[src/rtl/mc_pkg.sv]
package mc_pkg;

  typedef enum logic [1:0] {
    MODE_D    = 2'b00,
    MODE_T    = 2'b01,
    MODE_BYP  = 2'b10,
    MODE_BYP2 = 2'b11
  } cellMode_t;

  typedef struct packed {
    logic initHit;
    logic asyncHit;
    logic asyncVal;
    logic capture;
    logic toggle;
    logic bypass;
  } cellStrobe_t;

endpackage

[src/rtl/mc_ctrl.sv]
module mc_ctrl
  import mc_pkg::*;
#(
  parameter int   NUM_GCLK  = 3,
  parameter logic USER_INIT = 1'b0,
  parameter int   SEL_W     = 2
) (
  input  logic                clk,
  input  logic                rstN,
  input  logic                initPulse,
  input  logic [NUM_GCLK-1:0] gclk,
  input  logic                ptClk,
  input  logic                ptCe,
  input  logic                ptSet,
  input  logic                ptReset,
  input  logic                gsr,
  input  logic [1:0]          cfgMode,
  input  logic [SEL_W-1:0]    cfgClkSel,
  input  logic                cfgClkInv,
  output cellStrobe_t         strobe
);

  logic [NUM_GCLK:0] srcVec;
  logic selRaw;
  logic selLvl;
  logic prevLvl;
  logic activeEdge;
  logic regMode;
  logic tMode;

  for (genvar g = 0; g < NUM_GCLK; g++) begin : g_src
    assign srcVec[g] = gclk[g];
  end
  assign srcVec[NUM_GCLK] = ptClk;

  // codes at or above NUM_GCLK pick the product-term clock
  always_comb begin
    selRaw = srcVec[NUM_GCLK];
    for (int i = 0; i < NUM_GCLK; i++) begin
      if (cfgClkSel == SEL_W'(i)) selRaw = srcVec[i];
    end
  end

  assign selLvl = selRaw ^ cfgClkInv;

  // history starts high so no transition is seen right after reset
  always_ff @(posedge clk or negedge rstN) begin
    if (!rstN) prevLvl <= 1'b1;
    else       prevLvl <= selLvl;
  end

  assign activeEdge = selLvl & ~prevLvl;

  always_comb begin
    regMode = 1'b1;
    tMode   = 1'b0;
    case (cellMode_t'(cfgMode))
      MODE_D:   begin regMode = 1'b1; tMode = 1'b0; end
      MODE_T:   begin regMode = 1'b1; tMode = 1'b1; end
      default:  begin regMode = 1'b0; tMode = 1'b0; end
    endcase
  end

  always_comb begin
    strobe.initHit  = initPulse;
    strobe.asyncHit = gsr | ptSet | ptReset;
    if (gsr)          strobe.asyncVal = USER_INIT;
    else if (ptReset) strobe.asyncVal = 1'b0;
    else              strobe.asyncVal = 1'b1;
    strobe.capture  = activeEdge & ptCe & regMode;
    strobe.toggle   = tMode;
    strobe.bypass   = ~regMode;
  end

endmodule

[src/rtl/mc_dp.sv]
module mc_dp
  import mc_pkg::*;
#(
  parameter logic USER_INIT = 1'b0
) (
  input  logic        clk,
  input  logic        rstN,
  input  logic        sumTerm,
  input  cellStrobe_t strobe,
  output logic        cellOut
);

  logic stateQ;
  logic loadVal;
  logic heldView;

  assign loadVal = strobe.toggle ? (stateQ ^ sumTerm) : sumTerm;

  always_ff @(posedge clk or negedge rstN) begin
    if (!rstN)                stateQ <= USER_INIT;
    else if (strobe.initHit)  stateQ <= USER_INIT;
    else if (strobe.asyncHit) stateQ <= strobe.asyncVal;
    else if (strobe.capture)  stateQ <= loadVal;
  end

  // overrides reach the output without waiting for a clock
  assign heldView = strobe.asyncHit ? strobe.asyncVal : stateQ;
  assign cellOut  = strobe.bypass ? sumTerm : heldView;

endmodule

[src/rtl/mc_cell.sv]
module mc_cell
  import mc_pkg::*;
#(
  parameter int   NUM_GCLK  = 3,
  parameter logic USER_INIT = 1'b0,
  localparam int  SEL_W     = $clog2(NUM_GCLK + 1)
) (
  input  logic                clk,
  input  logic                rstN,
  input  logic                initPulse,
  input  logic [NUM_GCLK-1:0] gclk,
  input  logic                ptClk,
  input  logic                ptCe,
  input  logic                ptSet,
  input  logic                ptReset,
  input  logic                gsr,
  input  logic                sumTerm,
  input  logic [1:0]          cfgMode,
  input  logic [SEL_W-1:0]    cfgClkSel,
  input  logic                cfgClkInv,
  output logic                fbOut,
  output logic                ioOut
);

  cellStrobe_t strobe;
  logic cellOut;

  mc_ctrl #(.NUM_GCLK(NUM_GCLK), .USER_INIT(USER_INIT), .SEL_W(SEL_W)) u_ctrl (
    .clk(clk), .rstN(rstN), .initPulse(initPulse), .gclk(gclk), .ptClk(ptClk),
    .ptCe(ptCe), .ptSet(ptSet), .ptReset(ptReset), .gsr(gsr),
    .cfgMode(cfgMode), .cfgClkSel(cfgClkSel), .cfgClkInv(cfgClkInv),
    .strobe(strobe)
  );

  mc_dp #(.USER_INIT(USER_INIT)) u_dp (
    .clk(clk), .rstN(rstN), .sumTerm(sumTerm), .strobe(strobe), .cellOut(cellOut)
  );

  assign fbOut = cellOut;
  assign ioOut = cellOut;

endmodule

[config.mk]
export PLATFORM = sky130hd
export DESIGN_NAME = mc_cell
export DESIGN_NICKNAME = d
export VERILOG_FILES = /design/src/rtl/mc_pkg.sv /design/src/rtl/mc_ctrl.sv /design/src/rtl/mc_dp.sv /design/src/rtl/mc_cell.sv
export SDC_FILE = /design/constraint.sdc
export NUM_CORES = 1
export LEC_CHECK = 0
export ABC_AREA = 1
export BUFFER_PORTS_ARGS = -buffer_cell sky130_fd_sc_hd__buf_2
export CAP_MARGIN = 30
export CORE_AREA = 5 5 42 44
export CTS_BUF_LIST = sky130_fd_sc_hd__clkbuf_8
export CTS_CLUSTER_SIZE = 10
export DETAILED_ROUTE_END_ITERATION = 12
export DIE_AREA = 0 0 47 49
export SETUP_SLACK_MARGIN = 0.4
export SYNTH_ARGS = -nofsm -noshare
export SYNTH_HDL_FRONTEND = slang
export SYNTH_HIERARCHICAL = 1
export SYNTH_SLANG_ARGS = --single-unit
export TNS_END_PERCENT = 20
[constraint.sdc]
create_clock -name clk -period 1.4 [get_ports clk]
set_input_delay 0.21 -clock clk [delete_from_list [all_inputs] [get_ports clk]]
set_output_delay 0.21 -clock clk [all_outputs]
set_load 0.005 [all_outputs]
## Yosys cells after proc, flatten, opt, wreduce, memory -nomap -nowiden

Index checks and enable logic that the tools add are counted.

- Bits in registers: 2
- Input port bits: 17
- Output and inout bits: 2
- Logic and storage cells: 30

- Bitwise logic cells: 8
- Mux-type cells: 13
- Reductions and logical operators: 4
- Equal/unequal tests: 3

Operators with widths:

| cell | count |
|---|---|
| $mux W1 | 13 |
| $eq A2 B1 Y1 const B | 2 |
| $logic_not A2 Y1 | 2 |
| $and A1 B1 Y1 | 3 |
| $reduce_bool A3 Y1 | 1 |
| $eq A2 B2 Y1 const B | 1 |
| $or A1 B1 Y1 | 2 |
| $reduce_or A2 Y1 | 1 |
| $xor A1 B1 Y1 | 2 |
| $not A1 Y1 | 1 |

## Depth between registers and ports, before layout

Gate-level depths: netlist of the first run.

- Word-level depth: 11
- Gate-level depth with buffers: 11
- Gate-level depth less buffers: 11

## By module

Netlist of the first run, hierarchy kept.

By module, submodules not included:

| module | area each (µm²) | instances | cells each | seq. area each (µm²) |
|---|---|---|---|---|
| mc_ctrl | 148.9 | 1 | 26 | 26.3 |
| mc_dp | 97.6 | 1 | 17 | 25.0 |
| mc_cell | 7.5 | 1 | 1 | 0.0 |

## Least setup slack after synthesis of the first run

OpenSTA, ideal clock, no wires.

- Path type: input -> output
- From: input port gsr
- To: output port ioOut
- Buffers on the path: 1
- Arrival: 0.926 ns
- Cell stages on the path: 8
- Setup slack: 0.264 ns
- Data required time: 1.190 ns
- Cells stage by stage: nor2_1 > nand2_1 > inv_1 > nand2_1 > nand2_1 > nor2_1 > a21oi_1 > buf_4

RTL lines:

| item | RTL line | text |
|---|---|---|
| start: declaration | mc_cell.sv:16 | `input logic gsr,` |
| end: declaration | mc_cell.sv:22 | `output logic ioOut` |

## Final worst setup path of the first run

- From: register u_dp.stateQ
- To: output port ioOut

- Word-level cells in the longest chain between the ends: 2

RTL lines:

| item | RTL line | text |
|---|---|---|
| start: declaration | mc_dp.sv:13 | `logic stateQ;` |
| start signal: assignment | mc_dp.sv:22 | `else if (strobe.asyncHit) stateQ <= strobe.asyncVal;` |
| start signal: assignment | mc_dp.sv:23 | `else if (strobe.capture) stateQ <= loadVal;` |
| $mux W1 | mc_dp.sv:27 | `assign heldView = strobe.asyncHit ? strobe.asyncVal : stateQ;` |
| $mux W1 | mc_dp.sv:28 | `assign cellOut = strobe.bypass ? sumTerm : heldView;` |

Every way passes these cells.

==> summary by stage, run 1 <==
Clocking
For the worst-skew pair, the clock arrives at the later sink with an insertion delay of 0.21 ns. CTS built an H-tree with a depth of 1. The tree is rooted in a sky130_fd_sc_hd__clkbuf_8. Counting the buffers created by CTS gives 3. Clock tree synthesis found a total of 2 sinks. The clock tree from TritonCTS is built.

The clock input transition at the sequential cells of the worst setup and hold paths is 0.03 ns. The clock passes through at most 2 buffers.

Cells and area
The final layout contains just over 80 nets. 0 antenna diodes ended up in the layout. Cells fill 29.6% of the core in the end. Counting the fill cells in the layout gives 180. The area growth from synthesis to layout is 63.1%. The post-route netlist has 51.6% of its cells at a drive strength greater than 1.

Yosys
By area the synthesized netlist is led by sky130_fd_sc_hd__nand2_1 (19%), sky130_fd_sc_hd__inv_1 (12%), sky130_fd_sc_hd__dfstp_2 (10%), sky130_fd_sc_hd__dfrtp_1 (9.9%), sky130_fd_sc_hd__buf_4 (8.9%). After synthesis, the mean cell area works out to 5.77 sq um. By count the netlist is led by sky130_fd_sc_hd__nand2_1 (13), sky130_fd_sc_hd__inv_1 (8), sky130_fd_sc_hd__nor2_1 (4). The number of flops mapped to enable cells by yosys is 0. Of all cell types, the one taking the most synthesized area is sky130_fd_sc_hd__nand2_1. The most used flip-flop cell after synthesis is sky130_fd_sc_hd__dfstp_2.

In this run, synthesis produced a sequential element count of 2. The number of nets handed over by synthesis was 61. Summing the sequential cell areas from Yosys gives 20.2% of the chip area. After synthesis, the netlist uses 15 different library cells.

In the synthesized netlist the async set-or-reset flop fraction comes to 100%. The number of synthesis warnings is 6. The area share of the leading cell type in the synthesized netlist is 19.2%. In the post-synthesis netlist, the cell with the most instances is sky130_fd_sc_hd__nand2_1. In the synthesized netlist, the number of instances is 44. The mapped netlist covers approximately 250 sq um.

Timing
For the final database, setup skew stands at 0.00481 ns. The share of the cycle needed by the critical path after routing is 83.2%. The final-report hold violation count is 0. The total count of max-transition violations in the final report is 0. The worst max-slew margin expressed relative to the limit is about nine tenths.

Subtracting the final worst setup slack from the clock period gives 1.16 ns. Setup repair after global routing could not meet its margin everywhere. The transition time of the tightest slew-check pin is 0.144 ns. The achievable frequency is roughly 860 MHz. The post-route setup TNS is 0 ns.

Setup violations remaining at the end of the flow were counted as 0.

Setup path
Along the worst path, the maximum fanout reaches 2. The critical path startpoint category is a register. The signal arrival time at the worst endpoint is 0.95 ns.

The critical path capture point type is an output pin. The critical path in this run is classified as reg -> out. The data required time of the worst path is about 1.2 ns.

Power
Of the total power, the share spent switching nets is between 20% and 30%. VDD sags by at most 0.000364 V. The share of power burned in combinational logic is 21.4%. The clock network fraction of total power is 61.0%. The total power per unit cell area is around 920 mW/mm^2.

Internal power comes to between 0.2 and 0.3 mW. The static leakage is 0.240 nW. Per report_power, the sequential group accounts for between 15 and 20% of the total. The switching power is 0.0895 mW.

Floorplanning
The die boundary width is approximately 47 um. The area of the die is 0.00230 sq mm. The floorplan has 14 rows.

The initial core utilization is 18.1%. In this run the vertical extent of the chip is 49 um. During I/O placement, the number of pins put on the boundary was 19. The core region area is between 0.001 and 0.0015 sq mm.

Routing
The first detailed-routing pass took 4 iterations. For this run, design rule violations remaining after detail routing come to 0. The total wire length after detailed routing is 621 um. After detailed routing, the number of vias per cell comes to slightly below 4. The routed layout has 314 vias.

Once detail routing completed, the nets flagged for antenna violations numbered 0. The wire length per cell after detailed routing is 7.76 um. The iteration-0 DRC count of the detailed router is 4.

Global routing
The first global-routing pass estimated a little under 1000 um of wire. The initial antenna violation count is 0. The via count of the first global-routing pass is 303. The total routing usage reported by global routing is 6.20%. The pin count of the biggest net entering global routing is 5. The global-route congestion overflow total is 0.

Placed design
At the end of routability-driven placement, the weighted congestion stood at 0.659. The quantity of I/O buffers inserted on ports is 18. The placed wire-length estimate is 541 um.

Job
Across the run, the number of max-cap violations was 0.

Outcome
The run finished with clean final reports.

Min path
The worst hold path belongs to the class in -> reg.
critical path, stage by stage (launching register included):
cell and delay, ns:
sky130_fd_sc_hd__dfrtp_1 0.36, sky130_fd_sc_hd__nand2_1 0.06, sky130_fd_sc_hd__nand2_1 0.04, sky130_fd_sc_hd__nor2_1 0.11, sky130_fd_sc_hd__a21oi_2 0.04, sky130_fd_sc_hd__buf_2 0.12
layer usage:
layer	routed length, um	global-route usage, %	vias to the layer above
met4	0	6.91	0
met1	204	4.18	134
met3	93	3.32	0
li1	-	-	168
met5	0	0	-
met2	323	10.2	12
power groups by stage:
stage / combinational, mW / sequential (mW) / clock [mW]
finish: 0.0818 / 0.0673 / 0.233
CTS: 0.0831 / 0.0673 / 0.241
global route: 0.0934 / 0.0675 / 0.244
global placement: 0.0754 / 0.0687 / 0
detailed placement: 0.0771 / 0.0689 / 0
floorplan: 0.0495 / 0.0682 / 0
final cells by class:
class	instances	area (sq um)	area share (%)
sequential	2	51.3	12.4
inverter	9	33.8	8.16
tap	16	20.0	4.83
timing repair buffer	20	108	26.0
multi-input combinational	29	156	37.8
clock buffer	3	41.3	9.97
clock inverter	1	3.75	0.906
registers in the layout, summed over array words and instances (netlist names):
signal / flops
u_ctrl/prevLvl: 1
u_dp/stateQ: 1
placed cells by master (no fill, tap or decap), drive strengths merged:
cell	synthesis	routed
a21oi	2	2
buf	3	19
clkbuf	1	3
dfrtp	1	1
dfstp	1	1
dlygate4sd3	0	1
inv	9	10
nand2	15	15
nand3	5	5
nor2	5	5
o21a	1	1
o21bai	1	1
cell families (layout without fill, tap and decap cells):
| kind of cell | count (synthesis) | count (layout) | synth area share [%] |
|---|---|---|---|
| buf+inv | 13 | 33 | 23.6 |
| flops | 2 | 2 | 20.2 |
| simple gates | 25 | 25 | 46.3 |
| compound gates | 4 | 4 | 9.85 |
worst paths after layout:
check / slack (ns) / end / from / depth (start not counted)
max in group asynchronous: 0.88 / u_ctrl/prevLvl / rstN / 2
min: 0.27 / u_dp/stateQ / initPulse / 3
max: 0.24 / ioOut / u_dp/stateQ / 5
min reg2reg: 0.68 / u_dp/stateQ / u_dp/stateQ / 3
min in group asynchronous: 0.32 / u_dp/stateQ / rstN / 2
max reg2reg: 0.36 / u_dp/stateQ / u_ctrl/prevLvl / 7
stage by stage:
stage / cell area (sq um) / hold WS (ns) / power [mW] / std cells / worst slack [ns]
finish: 414 / 0.265 / 0.382 / 80 / 0.235
global route: 414 / 0.282 / 0.405 / 80 / 0.176
CTS: 414 / 0.254 / 0.392 / 80 / 0.221
detailed placement: 352 / 0.00327 / 0.146 / 74 / 0.252
global placement: 352 / -0.00273 / 0.144 / 74 / 0.253
floorplan: 268 / -0.0856 / 0.118 / 44 / 0.386
timing repair:
item	in CTS	in global routing
setup buffers	1	0
endpoints found under the hold margin	2	0
hold buffers	1	0
gates resized for setup	0	0
setup endpoints to repair	3	3
Power figures use the tool's default switching activity.
==> inputs of run 2 (changes only) <==
clock period = 0.9 ns   (was 1.4 ns; I/O delays follow)
==> summary by stage, run 2 (synthesis results as in run 1) <==
Clocking
The longest clock path from root to sink contains 2 buffers. The tree is rooted in a sky130_fd_sc_hd__clkbuf_8. The clock latency of the later-clocked register in the worst-skew pair is 0.22 ns. CTS built an H-tree with a depth of 1. The clock tree from TritonCTS is built.

The number of buffers created by CTS is 3. The clock sink count is 2. The clock input transition at the sequential cells of the worst setup and hold paths is 0.03 ns.

Global routing
The via count of the first global-routing pass is ~320. The first global-routing pass estimated 1140 um of wire. The total routing usage reported by global routing is 7.33%. The initial antenna violation count came to 0. The total overflow left after global routing is 0.

Entering global routing, the biggest net connects 4 pins.

Routing
The wire length per cell after detailed routing is between 7 and 8 um. For this run, design rule violations remaining after detail routing come to 0. The number of routed nets with antenna violations is 0. The total vias in the final route is roughly 320. In this run, the number of DRC markers left after iteration 0 of detailed routing was 1. For this run, the detailed router's first-pass iteration total came to 2.

Using the TritonRoute via totals, the vias-per-cell ratio works out to 3.87. For this block, the routed nets add up to 648 um of wire.

Cells and area
Leaving out fill and tap cells, the most frequent cell in the layout is sky130_fd_sc_hd__buf_2. Of the cells placed in the final design, the portion with a size suffix greater than 1 is 53.7%. In the layout the commonest cells are sky130_fd_sc_hd__buf_2 (17), sky130_fd_sc_hd__nand2_1 (11), sky130_fd_sc_hd__inv_1 (8). The fill cell instance count of the final layout is 163. The post-route non-filler standard cell count is 83. In the final design database the tool counted 85 nets.

The repair_antennas step left the layout with diodes totalling 0. In the final layout, the registers with the most flip-flops are u_ctrl/prevLvl (1), u_dp/stateQ (1). Summing all multi-input logic gate instances after layout gives 151 sq um.

The area occupied by registers is 51.3 sq um. The growth of design area from synthesis to finish is 71.9%. Measured on the finished design, the core utilization comes to 31.2%.

Floorplanning
The die is 49 um tall. The area of the die is 0.00230 sq mm. The die is 47 um wide.

The initial core utilization is around 18%. The total I/O pin count is 19. The total area inside the core boundary comes to 0.00140 sq mm. The row count is 14.

Setup path
The critical path is of the reg -> out type. In this run the worst path has a maximum fanout of 2. The cell that appears most often on the critical path is sky130_fd_sc_hd__nand2_1.

For this design, the slowest cell found on the critical path is sky130_fd_sc_hd__dfrtp_1. The worst setup path is captured at an output pin. The worst setup path is launched from a register.

The endpoint identified for the worst register-to-register timing path is u_dp/stateQ. The number of cells on the worst reg-to-reg path is 7. The worst reg2reg path startpoint is u_ctrl/prevLvl. In this design, the stage delay of the slowest critical-path cell is 0.36 ns. At the worst endpoint, the required time is 0.76 ns. The critical path goes through nand2_1, nand2_1, nor2_1, a21oi_2, buf_2.

The worst register-to-register path has a setup slack of -0.12 ns. The signal arrival time at the worst endpoint is 0.97 ns.

Power
The static leakage is 0.257 nW. The total chip power is 0.619 mW. The total power per unit cell area is 1420 mW/mm^2. The peak supply drop is 0.000530 V.

Timing
The share of the cycle needed by the critical path after routing is 123%. Derived from the worst setup path, the maximum achievable clock frequency is 905 MHz. The final worst clock skew is 0.00739 ns. The total count of max-transition violations in the final report is 0. The worst pin sits at a relative slew slack of 92.0%. Across all setup checks in the final design, the least slack found is -0.205 ns. Setup repair after global routing could not meet its margin everywhere. The final-report hold violation count is 0. The transition time of the tightest slew-check pin is 0.120 ns. The total of endpoints with negative setup slack in the final report is 3. The final critical-path required period is 1.10 ns. Final hold analysis gives a worst-case slack of about 0.17 ns.

Placed design
The final estimated routing congestion in global placement is approximately 0.66. The instance count after placement with tap cells included is 77. Buffers placed on the I/O ports in this run total 18. Once detailed placement completed, the half-perimeter wirelength came to 542 um.

Min path
In this run the worst hold path is classified as in -> reg. The worst hold path was traced through 3 stages. The launch point of the worst hold path is initPulse. The worst-case hold path end point is u_dp/stateQ.

Outcome
The final reports fail on negative setup slack. The flow ran to the end, but the final reports show violations.

Job
The max-cap violation count is 0.
## run 2: changes by cell type in the layout (fill, tap and decap cells not counted)
cell / change
sky130_fd_sc_hd__nand2_1: -1
sky130_fd_sc_hd__nor2_1: +1
sky130_fd_sc_hd__buf_4: +4
sky130_fd_sc_hd__nand2_2: +1
sky130_fd_sc_hd__inv_2: -1
sky130_fd_sc_hd__inv_4: +1
sky130_fd_sc_hd__buf_2: -1
sky130_fd_sc_hd__nor2_4: -1
## run 2: layout make-up
class,count,share of cell area [%]
Timing Repair Buffer,23,30.4
Clock inverter,1,0.860
Sequential cell,2,11.7
Clock buffer,3,9.46
Inverter,9,8.31
Tap cell,16,4.58
Multi-Input combinational cell,29,34.7
## run 2: worst max-delay path, delay by kind of cell, from the launching register on
family	cells	cell delay, ns
DFF	1	0.36
and+or+nand+nor	3	0.23
buffers and inverters	1	0.12
AOI/OAI and AO/OA	1	0.04
## run 2: per-layer routing
metal / up-vias / track usage, % / share of wire [%]
li1: 173 / - / -
met1: 125 / 7.49 / 40
met2: 19 / 9.28 / 41
met3: 4 / 2.95 / 13
met4: 0 / 9.68 / 5.4
met5: - / 0 / 0
## run 2: how the worst max path moves through the flow
| stage | slack (ns) | end | cells after the start | from |
|---|---|---|---|---|
| after floorplan | -0.07 | u_dp/stateQ | 7 | u_ctrl/prevLvl |
| after global placement | -0.14 | fbOut | 9 | gsr |
| after detailed placement | -0.15 | ioOut | 9 | gsr |
| after CTS | -0.21 | ioOut | 5 | u_dp/stateQ |
| after global routing | -0.26 | fbOut | 5 | u_dp/stateQ |
| final | -0.20 | fbOut | 5 | u_dp/stateQ |
## run 2: where the power goes
group	internal (mW)	switching [mW]
Combinational	0.0745	0.0648
Clock	0.290	0.0855
Sequential	0.102	0.00252
## run 2: what timing repair did
item,in CTS,in global routing
endpoints found under the hold margin,2,0
setup buffers,0,1
pin swaps,0,7
gates resized for setup,0,5
hold buffers,1,0
endpoints found under the setup margin,3,4
## run 2: through the flow
step	worst slack, ns	setup TNS [ns]	cell area, sq um
detailed placement	-0.153	-0.439	364
global placement	-0.138	-0.402	364
global route	-0.255	-0.723	437
floorplan	-0.0718	-0.103	258
finish	-0.205	-0.526	437
CTS	-0.213	-0.547	419
==> inputs of run 3 (changes only) <==
PLACE_DENSITY = 0.44   (was default)
==> summary by stage, run 3 (synthesis results as in run 1) <==
Outcome
The flow ran to the end, but the final reports show violations. The checks that failed: negative setup slack.

Power
The total power per unit cell area is 1310 mW/mm^2. Summing internal, switching and leakage power gives 0.608 mW. Across the VDD grid, the largest voltage drop is a little under 0.0007 V.

In this run the static leakage power is between 0.2 and 0.3 nW.

Placed design
The quantity of I/O buffers inserted on ports is 18. The cell area after placement is 387 sq um. Detailed placement finished with a half-perimeter wire length of 515 um. The congestion estimate from routability-driven global placement came to roughly 0.64. The instance count after placement with tap cells included is 80.

Timing
The total count of max-transition violations in the final report came to 0. The hold slack is 0.178 ns. Measured against its own limit, the worst slew margin works out to 91.6%.

Clock skew on the completed layout was measured at 0.00395 ns. Setup violations remaining at the end of the flow were counted as 3. Setup repair after global routing could not meet its margin everywhere. For the finished layout, the period the worst path requires is between 1 and 1.5 ns. The transition time of the tightest slew-check pin is 0.126 ns. The final-report hold violation count came to 0. In the post-route analysis, the smallest setup slack over all paths is -0.172 ns.

The post-route setup TNS is -0.461 ns. The share of the cycle needed by the critical path after routing is 119%. Based on the critical path, the design can be clocked at up to around 930 MHz.

Cells and area
The repair_antennas step left the layout with diodes totalling 0. The area growth from synthesis to layout is 82.3%. The largest registers in the layout are u_ctrl/prevLvl (1), u_dp/stateQ (1). The post-route cell area is 463 sq um. The library cell used most frequently in the layout, excluding fill and tap cells, is sky130_fd_sc_hd__buf_2.

After filler insertion, the fill cell instance count of the layout stands at about 170. In the layout the commonest cells are sky130_fd_sc_hd__buf_2 (17), sky130_fd_sc_hd__nand2_1 (10), sky130_fd_sc_hd__inv_1 (8). The post-route netlist has 59.4% of its cells at a drive strength greater than 1. In the final design database the tool counted 87 nets. The post-route non-filler standard cell count is 85.

Clocking
After clock tree synthesis, the clock-pin slew on the worst setup and hold paths is roughly 0.030 ns. The number of setup buffers added after CTS is 0. The cell chosen for the clock root is sky130_fd_sc_hd__clkbuf_8. The worst-case clock buffer depth is 2. The clock tree from TritonCTS is built. Counting every sink on the clock net gives 2. Counting the buffers created by CTS gives 3. CTS built an H-tree with a depth of 1.

The clock latency of the later-clocked register in the worst-skew pair is 0.21 ns.

Setup path
Along the worst path, the maximum fanout reaches 2. The kind of critical path is reg -> out. The critical path startpoint category is a register. STA puts the critical path data required time at ~0.76 ns. STA classifies the critical path endpoint as an output pin. At the worst endpoint, the arrival time is 0.94 ns. The number of cells on the worst reg-to-reg path is 7.

Global routing
Global routing consumed, over all layers together, 5.92% of the routing resources. The global-route congestion overflow total is 0. The global-route wire length before repair is about 1000 um.

The via count of the first global-routing pass came to 302. The pin count of the biggest net entering global routing is 4. The initial antenna violation count is 0.

Routing
The detailed router finished its first iteration with 7 violations. After detailed routing, the number of vias per cell comes to 3.74. The wire length per cell after detailed routing is 6.98 um. In this run the remaining antenna-violating nets after routing total 0. The final routed DRC violation total is 0. The total vias in the final route is 318. The total wire length after detailed routing is 593 um. The number of optimization iterations in the first detailed-route pass is 3.

Floorplanning
The die boundary width is 47 um. Once the floorplan was initialized, standard cells occupied 18.1% of the core. The initialized floorplan defines 14 standard-cell rows.

The die covers 0.00230 sq mm. The core region area is 0.00140 sq mm. The total I/O pin count is 19. The die span in y is 49 um.

Job
The max-cap violation count is 0.

Min path
The worst hold-check path type is in -> reg. The worst hold path depth is 3.
run 3: worst paths after layout:
path	start	endpoint	slack, ns
worst max register to register	u_ctrl/prevLvl	u_dp/stateQ	-0.12
min in group asynchronous	rstN	u_dp/stateQ	0.24
worst max-delay path	u_dp/stateQ	fbOut	-0.17
worst min register to register	u_dp/stateQ	u_dp/stateQ	0.66
max in group asynchronous	rstN	u_ctrl/prevLvl	0.46
worst min-delay path	initPulse	u_dp/stateQ	0.18
run 3: repair_timing:
item,CTS,global route
setup endpoints to repair,3,4
pin swaps,0,3
endpoints found under the hold margin,2,0
hold buffers,1,0
gates resized for setup,0,9
run 3: layout make-up:
cell class | count | area, sq um | area share [%]
inverter | 9 | 36.3 | 7.84
tap | 16 | 20.0 | 4.32
clock inverter | 1 | 3.75 | 0.811
timing repair buffer | 25 | 151 | 32.7
sequential | 2 | 51.3 | 11.1
multi-input combinational | 29 | 159 | 34.3
clock buffer | 3 | 41.3 | 8.92
run 3: worst max-delay path, stage by stage (launching register included):
cell and delay [ns]:
sky130_fd_sc_hd__dfrtp_1 0.36, sky130_fd_sc_hd__nand2_1 0.06, sky130_fd_sc_hd__nand2_1 0.05, sky130_fd_sc_hd__nor2_2 0.09
sky130_fd_sc_hd__a21oi_2 0.04, sky130_fd_sc_hd__buf_2 0.12
run 3: metal layers:
metal / GRT usage (%) / vias up / part of all wire, %
met5: 0 / - / 0
met4: 4.15 / 0 / 0
met3: 1.48 / 0 / 14
met1: 7.03 / 125 / 43
li1: - / 178 / -
met2: 8.82 / 15 / 43
run 3: power breakdown:
part	leakage, nW	internal [mW]	switching [mW]
logic	0.217	0.0810	0.0665
registers	0.0238	0.102	0.00262
clock network	0.0269	0.288	0.0673
total	0.267	0.471	0.136
run 3: metrics by stage:
stage,util (%),setup slack [ns]
2_1_floorplan,-,-0.0718
3_3_place_gp,27.6,-0.138
3_5_place_dp,27.6,-0.133
4_1_cts,31.5,-0.208
5_1_grt,33.0,-0.242
6_report,33.0,-0.172
